[src/rtl/uart_irq_gen.sv]
module uart_irq_gen (
  input  logic       clk,
  input  logic       rst_n,
  input  logic [3:0] enable_i,
  input  logic       fifo_mode_i,
  input  logic       line_err_i,
  input  logic       rx_avail_i,
  input  logic       rx_timeout_i,
  input  logic       modem_chg_i,
  input  logic       thr_empty_evt_i,
  input  logic       thr_write_i,
  input  logic       id_read_i,
  output logic       irq_o,
  output logic [3:0] irq_id_o
);
  localparam logic [3:0] ID_NONE  = 4'b0001;
  localparam logic [3:0] ID_LINE  = 4'b0110;
  localparam logic [3:0] ID_RXD   = 4'b0100;
  localparam logic [3:0] ID_TMO   = 4'b1100;
  localparam logic [3:0] ID_THRE  = 4'b0010;
  localparam logic [3:0] ID_MODEM = 4'b0000;

  logic thre_pend_q;

  wire act_line  = line_err_i   & enable_i[2];
  wire act_tmo   = rx_timeout_i & fifo_mode_i & enable_i[0];
  wire act_rxd   = rx_avail_i   & enable_i[0];
  wire act_thre  = thre_pend_q  & enable_i[1];
  wire act_modem = modem_chg_i  & enable_i[3];

  wire any_act   = act_line | act_tmo | act_rxd | act_thre | act_modem;
  wire thre_clr  = thr_write_i | (id_read_i & (irq_id_o == ID_THRE));

  logic [3:0] id_d;
  always_comb begin
    if      (act_line)  id_d = ID_LINE;
    else if (act_tmo)   id_d = ID_TMO;
    else if (act_rxd)   id_d = ID_RXD;
    else if (act_thre)  id_d = ID_THRE;
    else if (act_modem) id_d = ID_MODEM;
    else                id_d = ID_NONE;
  end

  always_ff @(posedge clk or negedge rst_n) begin
    if (!rst_n) begin
      thre_pend_q <= 1'b0;
      irq_o       <= 1'b0;
      irq_id_o    <= ID_NONE;
    end else begin
      if (thr_empty_evt_i) thre_pend_q <= 1'b1;
      else if (thre_clr)   thre_pend_q <= 1'b0;
      irq_o    <= any_act;
      irq_id_o <= id_d;
    end
  end


  irq_matches_id_chk: assert property (@(posedge clk) disable iff (!rst_n)
    irq_o == (irq_id_o != ID_NONE));


  tmo_needs_fifo_chk: assert property (@(posedge clk) disable iff (!rst_n)
    !fifo_mode_i |=> irq_id_o != ID_TMO);


  line_err_wins_chk: assert property (@(posedge clk) disable iff (!rst_n)
    (line_err_i && enable_i[2]) |=> irq_id_o == ID_LINE);


  write_clears_chk: assert property (@(posedge clk) disable iff (!rst_n)
    (thr_write_i && !thr_empty_evt_i) |=> !thre_pend_q);


  event_sets_chk: assert property (@(posedge clk) disable iff (!rst_n)
    thr_empty_evt_i |=> thre_pend_q);


  hidden_read_keeps_chk: assert property (@(posedge clk) disable iff (!rst_n)
    (thre_pend_q && id_read_i && irq_id_o != ID_THRE && !thr_write_i) |=> thre_pend_q);
endmodule

[config.mk]
export PLATFORM = sky130hd
export DESIGN_NAME = uart_irq_gen
export DESIGN_NICKNAME = d
export VERILOG_FILES = /design/src/rtl/uart_irq_gen.sv
export SDC_FILE = /design/constraint.sdc
export NUM_CORES = 1
export LEC_CHECK = 0
export BUFFER_PORTS_ARGS = -buffer_cell sky130_fd_sc_hd__buf_4
export CORE_AREA = 3 3 40 42
export DETAILED_ROUTE_END_ITERATION = 6
export DIE_AREA = 0 0 43 45
export GPL_TIMING_DRIVEN = 0
export PLACE_DENSITY_LB_ADDON = 0.15
export SLEW_MARGIN = 20
export SYNTH_ARGS = -nofsm -noshare
export SYNTH_HDL_FRONTEND = slang
export SYNTH_SLANG_ARGS = --single-unit
[constraint.sdc]
create_clock -name clk -period 1.15 [get_ports clk]
set_input_delay 0.115 -clock clk [delete_from_list [all_inputs] [get_ports clk]]
set_output_delay 0.115 -clock clk [all_outputs]
set_load 0.05 [all_outputs]
==> impl_metrics.json <==
{
  "max_slew_margin_pct": 76.2,
  "synth_compound_area_share_pct": 19.7,
  "clkLatencyLatePin_ps": 250,
  "final_hold_viol_count": 0,
  "synth_cell_types": 15,
  "num_vias": 254,
  "antenna_found_initial": 0,
  "cts_max_level": 1,
  "floorplan.initialDensity_pct": 19.8,
  "maxSlewViolCount": 0,
  "synth_top_cell_by_area": "dfrtp_1",
  "cts_buffers": 3,
  "tightest_slew_ps": 357,
  "ir_worst_vdd_mv": 0.434,
  "clock-sinks": 6,
  "grtUsageTotal_pct": 8.95,
  "yosysWarningCount": 0,
  "stdcell_count": 60,
  "drive_gt1_share_pct": 48.9,
  "rr_worst_depth": 2,
  "cp_data_required_time_ps": 1250,
  "min_from": "rx_avail_i",
  "die_w_um": 43,
  "cts-root-buf": "clkbuf_4",
  "fillCellCount": 142,
  "period_minus_slack_ps": 1070,
  "synth_xor_area_share_pct": 0,
  "cp-start-kind": "flop",
  "yosys-top-cells-count": "dfrtp_1, nand2_1, nor3b_1, o21ai_0",
  "gp_congestion": 0.737,
  "dp_hpwl_um": 544,
  "post_cts_buffers": 0,
  "setup_viol_count_final": 0,
  "ys_ff_latch": 6,
  "postRouteAntennaNets": 0,
  "io_pins": 19,
  "p_per_area_mw_per_mm2": 1350,
  "drt_iter0_drc": 7,
  "synthesis.area_um2": 254,
  "num_rows": 13,
  "synth_nets": 36,
  "ys_top_cells_by_area": "dfrtp_1, dfstp_2, nor3b_1, a222oi_1, o21ai_0",
  "fin_worst_skew_ps": 14.0,
  "grt_max_degree": 7,
  "fp.coreArea_mm2": 0.00128,
  "wirelength_um": 636,
  "die_y_um": 45,
  "setup.worst_path.start": "thre_pend_q",
  "hold_class": "in2reg",
  "synth_ff_type": "dfrtp_1",
  "fmax_mhz": 938,
  "fin_util_pct": 34.6,
  "rsz0062_at_grt": "true",
  "critPathKind": "reg2reg",
  "fin_nets": 60,
  "power_leakage_nw": 0.214,
  "netlist_instances": 22,
  "endpoint_kind": "flop",
  "async_reset_ff_share_pct": 100,
  "grt_pass1_vias": 281,
  "dieArea_mm2": 0.00194,
  "viasPerCell": 4.23,
  "yosysSeqAreaShare_pct": 59.6,
  "synth_edf_count": 0,
  "area.growth.synth_to_final_pct": 74.9,
  "gr-total-overflow": 0,
  "netlist.area_leader.share_pct": 49.3,
  "rr_startpoint": "thre_pend_q",
  "outcome": "complete, no violations",
  "synthMostInstantiatedCell": "dfrtp_1",
  "grt_pass1_wl_um": 1140,
  "ff2ff_setup_slack_ps": 80,
  "first_pass_iters": 4,
  "placedCellCount": 55,
  "syn_area_per_cell_um2": 11.5,
  "synth_top_family_by_area": "compound AO/OA/AOI/OAI gates",
  "crit_arrival_ps": 1160,
  "timing.final.crit_share_pct": 92.7,
  "portBuffers": 18,
  "min_path_cells": 2,
  "synthMuxAreaShare_pct": 0,
  "wl_per_cell_um": 10.6,
  "dp_slack_ps": 40.6,
  "crit_fanout": 4,
  "cts.clk_slew.worst_paths_ps": 50,
  "post-route-drc-count": 0,
  "yosys.area_share.adder_pct": 0,
  "diodes": 0,
  "clockBufferDepth": 2,
  "cts_tree": "yes",
  "power_uw": 598,
  "synthSimpleGateAreaFrac_pct": 19.2,
  "layout_setup_ws_ps": 83.7,
  "drv_cap": 0
}
## worst max-delay path, cell delays in order (launching register included)
cell and delay, ps:
dfrtp_1 400, a222oi_1 390, o21ai_1 120
## where the power goes
| part | total [mW] | switching, mW | internal, mW |
|---|---|---|---|
| combinational | 0.151 | 0.0846 | 0.0667 |
| clock | 0.206 | 0.0750 | 0.131 |
| sequential | 0.240 | 0.00919 | 0.231 |
| total | 0.598 | 0.169 | 0.429 |
## repair_timing
item                                    4_1_cts  5_1_grt
hold buffers                                  1        0
hold endpoints to repair                      6        0
endpoints found under the setup margin        0        2
resized for setup                             0        1
## per-layer routing
metal / track usage (%) / up-vias / wire [µm]
li1: - / 128 / -
met1: 8.80 / 109 / 236
met2: 12.9 / 15 / 307
met3: 2.79 / 2 / 66
met4: 12.7 / 0 / 27
met5: 0 / - / 0
## worst paths after layout
kind / end
min: irq_id_o[1]
max reg2reg: irq_o
max in group asynchronous: irq_id_o[0]
max: irq_o
min reg2reg: thre_pend_q
min in group asynchronous: irq_id_o[1]
## sequential cells by signal, summed over array words and instances (netlist names)
signal       flops
thre_pend_q      1
irq_id_o         4
irq_o            1
## cell type report
cell class	count	area (µm²)	area share, %
sequential	6	151	34.1
clock buffer	4	26.3	5.92
timing repair buffer	19	145	32.7
inverter	1	3.75	0.845
multi-input combinational	15	98.8	22.3
tap	15	18.8	4.23
## cells by family (layout without fill, tap and decap cells)
group | Yosys count | after routing
simple gates | 8 | 8
compound gates | 7 | 7
buf+inv | 1 | 24
flops | 6 | 6
## placed cells by master, fill, tap and decap left out, drive strengths merged
cell type	synthesis	routed
a21oi	1	1
a222oi	1	1
a2bb2oi	1	1
and2	1	1
and3	1	1
buf	0	18
clkbuf	0	4
dfrtp	5	5
dfstp	1	1
dlygate4sd3	0	1
inv	1	1
nand2	2	2
nand3b	1	1
nor2b	1	1
nor3b	2	2
o21a	1	1
o21ai	2	2
o311ai	1	1
## stage by stage
step | TNS (ps) | area [µm²] | hold WS, ps
final | 0 | 444 | 136
after detailed placement | 0 | 408 | -75.7
after global placement | 0 | 408 | -76.8
after CTS | 0 | 444 | 132
after floorplan | 0 | 254 | -181
after global routing | -57.4 | 444 | 140
No activity file was read; power rests on OpenSTA's default activity.
